### src/rtl/pcie_rst_pkg.sv
package pcie_rst_pkg;

   localparam int unsigned CTL_W = 32;

   // reset-control word groups; bit positions are decoded by the controller
   localparam logic [CTL_W-1:0] REL_PHY_LANE = 32'h0009_0000;
   localparam logic [CTL_W-1:0] REL_PHY_SB   = 32'h0002_0000;
   localparam logic [CTL_W-1:0] REL_MAIN     = 32'h0010_0000;
   localparam logic [CTL_W-1:0] REL_CTLR_SB  = 32'h0004_0000;
   localparam logic [CTL_W-1:0] REL_PRIMARY  = 32'h0001_0000;
   localparam logic [CTL_W-1:0] REL_ALL      = 32'h001F_0000;

   typedef enum logic [2:0] {
      ST_IDLE,
      ST_LANE,
      ST_W_LANE,
      ST_W_PLL,
      ST_W_CSB,
      ST_PRI,
      ST_MIX
   } seq_state_t;

endpackage

### src/rtl/rst_ms_timer.sv
module rst_ms_timer #(
   parameter int unsigned CYCLES_PER_MS = 25000,
   parameter int unsigned MS_W          = 7
) (
   input  logic            clk,
   input  logic            rst_n,
   input  logic            load,
   input  logic [MS_W-1:0] load_ms,
   output logic            last
);
   localparam int unsigned PRE_W = (CYCLES_PER_MS > 1) ? $clog2(CYCLES_PER_MS) : 1;
   localparam logic [PRE_W-1:0] PRE_TOP = PRE_W'(CYCLES_PER_MS - 1);

   logic [PRE_W-1:0] pre_q;
   logic [MS_W-1:0]  ms_q;

   always_ff @(posedge clk or negedge rst_n) begin
      if (!rst_n) begin
         pre_q <= '0;
         ms_q  <= '0;
      end else if (load) begin
         pre_q <= PRE_TOP;
         ms_q  <= load_ms;
      end else if (ms_q != '0) begin
         if (pre_q == '0) begin
            pre_q <= PRE_TOP;
            ms_q  <= ms_q - 1'b1;
         end else begin
            pre_q <= pre_q - 1'b1;
         end
      end
   end

   // high during the final cycle of the loaded window
   assign last = (ms_q == MS_W'(1)) && (pre_q == '0);

   a_r3_pre_range: assert property (@(posedge clk) disable iff (!rst_n)
      pre_q <= PRE_TOP);
   a_r3_window_ends: assert property (@(posedge clk) disable iff (!rst_n)
      last && !load |=> ms_q == '0);

endmodule

### src/rtl/rst_lane_mix.sv
module rst_lane_mix (
   input  logic       clk,
   input  logic       rst_n,
   input  logic       arm,
   input  logic       fire,
   output logic [1:0] ctl
);
   always_ff @(posedge clk or negedge rst_n) begin
      if (!rst_n)    ctl <= 2'b11;
      else if (arm)  ctl <= 2'b11;
      else if (fire) ctl <= 2'b00;
   end

   a_r8_fire_loads: assert property (@(posedge clk) disable iff (!rst_n)
      fire && !arm |=> ctl == 2'b00);
   a_r2_arm_restores: assert property (@(posedge clk) disable iff (!rst_n)
      arm |=> ctl == 2'b11);

endmodule

### src/rtl/pcie_rst_seq.sv
module pcie_rst_seq
   import pcie_rst_pkg::*;
#(
   parameter int unsigned CYCLES_PER_MS = 25000,
   parameter int unsigned LANES         = 2,
   parameter int unsigned LANE_MS       = 1,
   parameter int unsigned PLL_MS        = 80,
   parameter int unsigned CSB_MS        = 20
) (
   input  logic               clk,
   input  logic               rst_n,
   input  logic               start,
   output logic               perst_n,
   output logic [31:0]        rst_ctl,
   output logic [2*LANES-1:0] rx_mix,
   output logic               busy,
   output logic               done,
   output logic               cfg_block
);
   localparam int unsigned MAX_A  = (LANE_MS > PLL_MS) ? LANE_MS : PLL_MS;
   localparam int unsigned MAX_MS = (MAX_A > CSB_MS) ? MAX_A : CSB_MS;
   localparam int unsigned MS_W   = $clog2(MAX_MS + 1);
   localparam int unsigned LN_W   = (LANES > 1) ? $clog2(LANES) : 1;

   generate
      if (CYCLES_PER_MS < 1) begin : g_bad_cpm
         $error("CYCLES_PER_MS must be at least 1");
      end
      if (LANES < 1) begin : g_bad_lanes
         $error("LANES must be at least 1");
      end
      if (LANE_MS < 1 || PLL_MS < 1 || CSB_MS < 1) begin : g_bad_wait
         $error("every wait must be at least 1 ms");
      end
   endgenerate

   seq_state_t      state_q;
   logic [LN_W-1:0] lane_q;
   logic            tm_last;
   logic            tm_load;
   logic [MS_W-1:0] tm_ms;
   logic            accept;

   assign accept = start && (state_q == ST_IDLE);

   always_comb begin
      tm_load = 1'b0;
      tm_ms   = '0;
      unique case (state_q)
         ST_LANE: begin
            tm_load = 1'b1;
            tm_ms   = MS_W'(LANE_MS);
         end
         ST_W_LANE: begin
            tm_load = tm_last;
            tm_ms   = MS_W'(PLL_MS);
         end
         ST_W_PLL: begin
            tm_load = tm_last;
            tm_ms   = MS_W'(CSB_MS);
         end
         default: ;
      endcase
   end

   rst_ms_timer #(
      .CYCLES_PER_MS(CYCLES_PER_MS),
      .MS_W         (MS_W)
   ) u_timer (
      .clk    (clk),
      .rst_n  (rst_n),
      .load   (tm_load),
      .load_ms(tm_ms),
      .last   (tm_last)
   );

   always_ff @(posedge clk or negedge rst_n) begin
      if (!rst_n) begin
         state_q <= ST_IDLE;
         rst_ctl <= '0;
         perst_n <= 1'b0;
         busy    <= 1'b0;
         done    <= 1'b0;
         lane_q  <= '0;
      end else begin
         unique case (state_q)
            ST_IDLE: if (start) begin
               rst_ctl <= '0;
               perst_n <= 1'b0;
               busy    <= 1'b1;
               done    <= 1'b0;
               state_q <= ST_LANE;
            end
            ST_LANE: begin
               rst_ctl <= rst_ctl | REL_PHY_LANE;
               state_q <= ST_W_LANE;
            end
            ST_W_LANE: if (tm_last) begin
               rst_ctl <= rst_ctl | REL_PHY_SB | REL_MAIN;
               state_q <= ST_W_PLL;
            end
            ST_W_PLL: if (tm_last) begin
               rst_ctl <= rst_ctl | REL_CTLR_SB;
               state_q <= ST_W_CSB;
            end
            ST_W_CSB: if (tm_last) begin
               perst_n <= 1'b1;
               state_q <= ST_PRI;
            end
            ST_PRI: begin
               rst_ctl <= rst_ctl | REL_PRIMARY;
               lane_q  <= '0;
               state_q <= ST_MIX;
            end
            ST_MIX: begin
               if (lane_q == LN_W'(LANES - 1)) begin
                  busy    <= 1'b0;
                  done    <= 1'b1;
                  state_q <= ST_IDLE;
               end else begin
                  lane_q <= lane_q + 1'b1;
               end
            end
            default: state_q <= ST_IDLE;
         endcase
      end
   end

   generate
      for (genvar k = 0; k < LANES; k++) begin : g_lane
         rst_lane_mix u_mix (
            .clk  (clk),
            .rst_n(rst_n),
            .arm  (accept),
            .fire ((state_q == ST_MIX) && (lane_q == LN_W'(k))),
            .ctl  (rx_mix[2*k +: 2])
         );
      end
   endgenerate

   assign cfg_block = ~done;

   a_r7_accumulate: assert property (@(posedge clk) disable iff (!rst_n)
      busy && $past(busy) |-> (rst_ctl & $past(rst_ctl)) == $past(rst_ctl));
   a_r5_all_released: assert property (@(posedge clk) disable iff (!rst_n)
      $rose(perst_n) |-> (rst_ctl & REL_ALL) == REL_ALL);
   a_r9_exclusive: assert property (@(posedge clk) disable iff (!rst_n)
      !(done && busy));
   a_r8_mix_after_perst: assert property (@(posedge clk) disable iff (!rst_n)
      (rx_mix != '1) |-> perst_n);
   a_r11_start_ignored: assert property (@(posedge clk) disable iff (!rst_n)
      busy && start && (state_q != ST_MIX) |=> busy && !done);

endmodule

### config.mk
export PLATFORM = sky130hd
export DESIGN_NAME = pcie_rst_seq
export DESIGN_NICKNAME = d
export VERILOG_FILES = /design/src/rtl/pcie_rst_pkg.sv /design/src/rtl/rst_ms_timer.sv /design/src/rtl/rst_lane_mix.sv /design/src/rtl/pcie_rst_seq.sv
export SDC_FILE = /design/constraint.sdc
export NUM_CORES = 1
export LEC_CHECK = 0
export ABC_AREA = 1
export BUFFER_PORTS_ARGS = -buffer_cell sky130_fd_sc_hd__buf_2
export CORE_MARGIN = 2
export CORE_UTILIZATION = 46
export DETAILED_ROUTE_END_ITERATION = 6
export GPL_ROUTABILITY_DRIVEN = 1
export PLACE_DENSITY = 0.69
export SYNTH_ARGS = -nofsm -noshare
export SYNTH_HDL_FRONTEND = slang
export SYNTH_SLANG_ARGS = --single-unit
### constraint.sdc
create_clock -name clk -period 1.6 [get_ports clk]
set_input_delay 0.4 -clock clk [delete_from_list [all_inputs] [get_ports clk]]
set_output_delay 0.4 -clock clk [all_outputs]
set_load 0.01 [all_outputs]
==> impl_metrics.env, run 1 <==
export IMPL_max_freq_ghz=0.610
export IMPL_ys_flop_type="dfrtp_1"
export IMPL_die_w_um=76.6
export IMPL_min_period_ps=1640
export IMPL_setup_viol=16
export IMPL_synth_top_cell_by_area="dfrtp_1"
export IMPL_synth_edf_count=0
export IMPL_hold_violations=0
export IMPL_ys_ff_latch=35
export IMPL_rsz0062_at_grt="true"
export IMPL_muxShareOfSynthArea_pct=0
export IMPL_worst_setup_path_type="register to register"
export IMPL_cp_slowest_stage_delay_ps=390
export IMPL_place_ws_ps=-36.4
export IMPL_synthesis_area_um2=2420
export IMPL_synth_compound_area_share_pct=5.06
export IMPL_finalMaxSlewViolations=0
export IMPL_grt_util_all_layers_pct=19.5
export IMPL_synth_adder_area_share_pct=2.58
export IMPL_synth_cell_types=28
export IMPL_reg2reg_slack_ps=-40
export IMPL_antennaDiodeCount=0
export IMPL_cts_tree="built"
export IMPL_setup_tns_ps=-202
export IMPL_die_h_um=76.6
export IMPL_fillers=476
export IMPL_worst_endpoint_arrival_ps=1860
export IMPL_postLayoutSetupSlackWorst_ps=-40.2
export IMPL_cts_hold_buf=0
export IMPL_status="finished with violations"
export IMPL_synth_area_per_cell_um2=6.89
export IMPL_worstPathRequired_ps=1820
export IMPL_clk_latency_ps=300
export IMPL_timing_rr_start="u_timer.pre_q[0]"
export IMPL_die_area_um2=5870
export IMPL_yosysSeqAreaShare_pct=36.2
export IMPL_nNetsFinal=416
export IMPL_fp_row_count=26
export IMPL_yosys_area_share_simple_pct=37.2
export IMPL_period_share_pct=103
export IMPL_grt_max_degree=36
export IMPL_crit_fanout=4
export IMPL_place_gp_congestion=0.845
export IMPL_cts_clk_slew_worst_paths_ps=80
export IMPL_reg2regPathDepth=10
export IMPL_root_buffer="clkbuf_8"
export IMPL_drive_above_1_share_pct=27.6
export IMPL_r2r_end="rst_ctl[18]"
export IMPL_io_buffers=15
export IMPL_yosys_warnings=0
export IMPL_critPathLaunchType="register"
export IMPL_cts_buffers_inserted=5
export IMPL_hold_path_class="input port to asynchronous set/reset pin"
export IMPL_ys_top_cells_by_count="107 x nand2_1, 49 x nor2_1, 39 x inv_1"
export IMPL_drv_cap=0
export IMPL_p_per_area_nw_per_um2=551
export IMPL_routed_wl_um=5710
export IMPL_grt_pass1_vias=2124
export IMPL_stdcell_area_um2=3040
export IMPL_antenna_found_initial=0
export IMPL_io_pins=43
export IMPL_vdd_drop_max_mv=0.514
export IMPL_synth_top_area_share_pct=34.1
export IMPL_first_iter_violations=148
export IMPL_start_util_pct=47.5
export IMPL_overflow=0
export IMPL_placed_area_um2=2690
export IMPL_clock_skew_final_ps=11.9
export IMPL_critPathSlowestCell="dfrtp_1"
export IMPL_vias=2232
export IMPL_synth_top_family_by_area="simple AND/OR/NAND/NOR gates"
export IMPL_drtPass1Iterations=4
export IMPL_async_flop_share_pct=100
export IMPL_worstPathCellList="inv_2, ha_4, nand3_4, nor2_4, nand4_4, buf_12, buf_8, inv_4, nand2_2, a21oi_1"
export IMPL_final_seq_area_um2=880
export IMPL_viasPerCell=4.66
export IMPL_clock_sinks=35
export IMPL_synthXorXnorAreaFrac_pct=1.44
export IMPL_cp_end_kind="register"
export IMPL_p_leak_nw=1.75
export IMPL_post_synth_top_count_cell="nand2_1"
export IMPL_htreeDepth=2
export IMPL_areaGrowthSynthToFinish_pct=25.5
export IMPL_fin_total_pwr_w=0.00168
export IMPL_wl_per_cell_um=11.9
export IMPL_cts_buffer_depth=2
export IMPL_detail_route_antenna_nets=0
export IMPL_synthCells=352
export IMPL_core_area_um2=5110
export IMPL_multi_input_comb_area_um2=1360
export IMPL_hpwl_um=3960
export IMPL_synth_area_leaders="dfrtp_1 34%, nand2_1 17%, buf_4 9.3%, nor2_1 7.6%, inv_1 6.0%"
export IMPL_drc=0
export IMPL_grt_pass1_wl_um=9190
export IMPL_violations="negative setup slack"
flip-flops by register name, indices dropped and copies added, names as in the netlist:
| signal | count |
|---|---|
| busy | 1 |
| done | 1 |
| g_lane.u_mix.ctl | 2 |
| lane_q | 1 |
| perst_n | 1 |
| rst_ctl | 4 |
| state_q | 3 |
| u_timer.ms_q | 7 |
| u_timer.pre_q | 15 |
critical path, delay by kind of cell, from the launching register on:
| family | cells | cell delay (ps) |
|---|---|---|
| buffers and inverters | 4 | 440 |
| and+or+nand+nor | 4 | 420 |
| DFF | 1 | 390 |
| adders and majority gates | 1 | 160 |
| AOI/OAI and AO/OA | 1 | 150 |
layer usage:
metal | GRT usage, % | up-vias | wire [um] | share of wire (%)
met4 | 7.09 | 0 | 76 | 1.3
li1 | - | 1144 | - | -
met3 | 4.38 | 10 | 209 | 3.7
met2 | 32.8 | 44 | 2900 | 51
met1 | 24.5 | 1034 | 2520 | 44
met5 | 0 | - | 0 | 0
worst max-delay path by stage:
| stage | to | cells past startpoint | slack [ps] | start |
|---|---|---|---|---|
| after global placement | u_timer.ms_q[0] | 9 | -20 | u_timer.pre_q[0] |
| after floorplan | u_timer.pre_q[13] | 10 | 70 | u_timer.pre_q[0] |
| final | rst_ctl[18] | 10 | -40 | u_timer.pre_q[0] |
| after CTS | rst_ctl[18] | 8 | 0.5 | u_timer.pre_q[11] |
| after detailed placement | u_timer.ms_q[0] | 9 | -40 | u_timer.pre_q[0] |
| after global routing | u_timer.ms_q[2] | 12 | -160 | u_timer.pre_q[0] |
what timing repair did:
action,4_1_cts,5_1_grt
buffers inserted,3,6
pin swaps,4,12
gates resized for setup,13,40
setup endpoints to repair,22,26
stage by stage:
step	instances	hold slack [ps]	util, %
2_1_floorplan	378	104	-
4_1_cts	473	152	56.1
3_5_place_dp	462	460	52.6
5_1_grt	479	177	59.6
3_3_place_gp	462	454	52.6
6_report	479	118	59.6
cells in the final DEF, fill, tap and decap left out, drive strengths merged:
cell      instances
nand2           109
buf              57
nor2             56
inv              43
dfrtp            33
conb             27
nand3            27
o21ai            13
a21oi            10
clkbuf            8
nand4             6
nor3              5
ha                5
xnor2             3
dfstp             2
clkinvlp          1
o21a              1
xor2              1
nand3b            1
and2              1
final cells by class:
cell class | count | share of cell area [%]
Timing Repair Buffer | 57 | 14.4
Multi-Input combinational cell | 265 | 44.6
Clock buffer | 8 | 3.29
Tap cell | 70 | 2.88
Inverter | 44 | 5.96
Sequential cell | 35 | 28.9
cell families (layout without fill, tap and decap cells):
| logic type | Yosys count | in the layout |
|---|---|---|
| and+or+nand+nor | 205 | 205 |
| adders and majority gates | 5 | 5 |
| AOI/OAI and AO/OA | 24 | 24 |
| other | 1 | 27 |
| xor gates and xnor gates | 4 | 4 |
| buffers and inverters | 78 | 109 |
| DFF | 35 | 35 |
where the power goes:
part            total, W  switching [W]  internal, W
sequential      0.000888     0.00000111     0.000887
combinational  0.0000568      0.0000505   0.00000632
clock           0.000733       0.000340     0.000393
total            0.00168       0.000391      0.00129
No activity file was read; power rests on OpenSTA's default activity.
==> inputs of run 2 (changes only) <==
--- a/config.mk
+++ b/config.mk
@@ -15,3 +15,4 @@
 export SYNTH_ARGS = -nofsm -noshare
 export SYNTH_HDL_FRONTEND = slang
 export SYNTH_SLANG_ARGS = --single-unit
+export TNS_END_PERCENT = 1
==> run 2 against run 1 <==
  * The run still ends with negative setup slack left
  * Count of clock-buffer cells in the layout is the same
  * Sequential power about the same
  * Power grew 0.15%
  * Fmax is 0.10% lower
  * Core utilization down 0.27 points
  * Clock power barely moved
  * Register-to-register slack hardly changed
  * Critical path depth decreased by 1
  * Final cell count did not move
  * Non-clock buffer count unchanged
  * Sequential share of layout area increased by 0.13 points
==> impl_metrics.env, run 2 (synthesis gave the netlist of run 1 again) <==
export IMPL_status="finished with violations"
export IMPL_violations="negative setup slack"
export IMPL_p_seq_share_pct=52.8
export IMPL_period_share_pct=103
export IMPL_place_ws_ps=-36.4
export IMPL_clockPowerShare_pct=43.8
export IMPL_worst_endpoint_arrival_ps=1860
export IMPL_placed_area_um2=2690
export IMPL_drv_cap=0
export IMPL_switching_share_pct=23.4
export IMPL_die_area_um2=5870
export IMPL_cp_top_family="simple AND/OR/NAND/NOR gates"
export IMPL_grt_pass1_wl_um=9190
export IMPL_reg2regPathDepth=9
export IMPL_hpwl_um=3960
export IMPL_stdcell_area_um2=3030
export IMPL_fin_total_pwr_w=0.00168
export IMPL_worstPathRequired_ps=1820
export IMPL_grt_max_degree=36
export IMPL_fillers=482
export IMPL_top_register="u_timer.pre_q"
export IMPL_wl_per_cell_um=11.9
export IMPL_timing_rr_start="u_timer.pre_q[6]"
export IMPL_critPathSlowestCell="dfrtp_1"
export IMPL_overflow=0
export IMPL_p_per_area_nw_per_um2=554
export IMPL_antennaDiodeCount=0
export IMPL_min_period_ps=1640
export IMPL_grt_util_all_layers_pct=19.5
export IMPL_p_leak_nw=1.75
export IMPL_clock_skew_final_ps=11.8
export IMPL_drive_above_1_share_pct=26.9
export IMPL_power_frac_comb_pct=3.4
export IMPL_largest_register_ffs=15
export IMPL_setup_tns_ps=-158
export IMPL_drc=0
export IMPL_rsz0062_at_grt="true"
export IMPL_cts_buffer_depth=2
export IMPL_cp_slowest_stage_delay_ps=420
export IMPL_first_iter_violations=127
export IMPL_hold_path_class="input port to asynchronous set/reset pin"
export IMPL_clock_sinks=35
export IMPL_io_pins=43
export IMPL_cts_clk_slew_worst_paths_ps=70
export IMPL_die_h_um=76.6
export IMPL_reg2reg_slack_ps=-40
export IMPL_cts_buffers_inserted=5
export IMPL_detail_route_antenna_nets=0
export IMPL_critPathLaunchType="register"
export IMPL_final_common_cell="nand2_1"
export IMPL_nNetsFinal=416
export IMPL_worst_setup_path_type="register to register"
export IMPL_clk_latency_ps=300
export IMPL_routed_wl_um=5710
export IMPL_setup_viol=11
export IMPL_core_area_um2=5110
export IMPL_max_freq_ghz=0.609
export IMPL_root_buffer="clkbuf_8"
export IMPL_cp_end_kind="register"
export IMPL_r2r_end="rst_ctl[18]"
export IMPL_htreeDepth=2
export IMPL_fp_row_count=26
export IMPL_areaGrowthSynthToFinish_pct=25.0
export IMPL_viasPerCell=4.70
export IMPL_hold_violations=0
export IMPL_finalMaxSlewViolations=0
export IMPL_io_buffers=15
export IMPL_die_w_um=76.6
export IMPL_drtPass1Iterations=4
export IMPL_cts_tree="built"
export IMPL_p_switching_w=0.000394
export IMPL_place_gp_congestion=0.845
export IMPL_biggestRegsByFlops="u_timer.pre_q: 15 flops, u_timer.ms_q: 7 flops, rst_ctl: 4 flops"
export IMPL_start_util_pct=47.5
export IMPL_vias=2249
export IMPL_postLayoutSetupSlackWorst_ps=-41.9
export IMPL_cp_buffers_inverters=3
export IMPL_vdd_drop_max_mv=0.514
export IMPL_antenna_found_initial=0
export IMPL_crit_fanout=5
export IMPL_layout_common_cells="103 x nand2_1, 46 x nor2_1, 36 x buf_4, 32 x inv_1, 32 x dfrtp_1"
export IMPL_holdWs_ps=115
export IMPL_p_int_w=0.00129
export IMPL_worstPathCellList="nor2_4, nand2_2, nor2_4, nand4_4, buf_12, buf_8, inv_4, nand2_2, a21oi_1"
export IMPL_grt_pass1_vias=2124
run 2: power groups by stage:
| stage | clock, W | sequential (W) | combinational [W] |
|---|---|---|---|
| 2_1_floorplan | 0 | 0.000907 | 0.0000792 |
| 3_3_place_gp | 0 | 0.000905 | 0.0000572 |
| 3_5_place_dp | 0 | 0.000905 | 0.0000579 |
| 4_1_cts | 0.000745 | 0.000888 | 0.0000576 |
| 5_1_grt | 0.000782 | 0.000888 | 0.0000654 |
| 6_report | 0.000735 | 0.000888 | 0.0000568 |
run 2: timing repair:
action,4_1_cts,5_1_grt
pin swaps,4,12
hold buffers,0,0
gates resized for setup,13,35
buffers inserted,3,6
endpoints found under the setup margin,22,26
run 2: worst max-delay path by stage:
| stage | startpoint | to | slack, ps | cells past startpoint |
|---|---|---|---|---|
| 2_1_floorplan | u_timer.pre_q[0] | u_timer.pre_q[13] | 70 | 10 |
| 3_3_place_gp | u_timer.pre_q[0] | u_timer.ms_q[0] | -20 | 9 |
| 3_5_place_dp | u_timer.pre_q[0] | u_timer.ms_q[0] | -40 | 9 |
| 4_1_cts | u_timer.pre_q[11] | rst_ctl[18] | 0.5 | 8 |
| 5_1_grt | u_timer.pre_q[0] | u_timer.ms_q[2] | -160 | 12 |
| 6_report | u_timer.pre_q[6] | rst_ctl[18] | -40 | 9 |
run 2: stage by stage:
stage,std cells,utilization [%]
3_5_place_dp,462,52.6
6_report,479,59.3
3_3_place_gp,462,52.6
5_1_grt,479,59.3
4_1_cts,473,56.1
2_1_floorplan,378,-
run 2: final cells by class:
| cell class | instances | area (um2) | area share (%) |
|---|---|---|---|
| clock buffer | 8 | 100 | 3.30 |
| inverter | 44 | 179 | 5.90 |
| multi-input combinational | 265 | 1350 | 44.5 |
| sequential | 35 | 880 | 29.0 |
| tap | 70 | 87.6 | 2.89 |
| timing repair buffer | 57 | 434 | 14.3 |
run 2: worst register-to-register path, stage by stage (launching register included):
cell	delay, ps
dfrtp_1	420
nor2_4	150
nand2_2	120
nor2_4	180
nand4_4	150
buf_12	170
buf_8	120
inv_4	50
nand2_2	50
a21oi_1	150
run 2: routing by layer:
layer	track usage [%]	vias up	wire (um)	part of all wire [%]
met2	32.8	53	2870	50
met3	4.38	12	221	3.9
met4	7.09	0	95	1.7
met5	0	-	0	0
li1	-	1142	-	-
met1	24.5	1042	2520	44
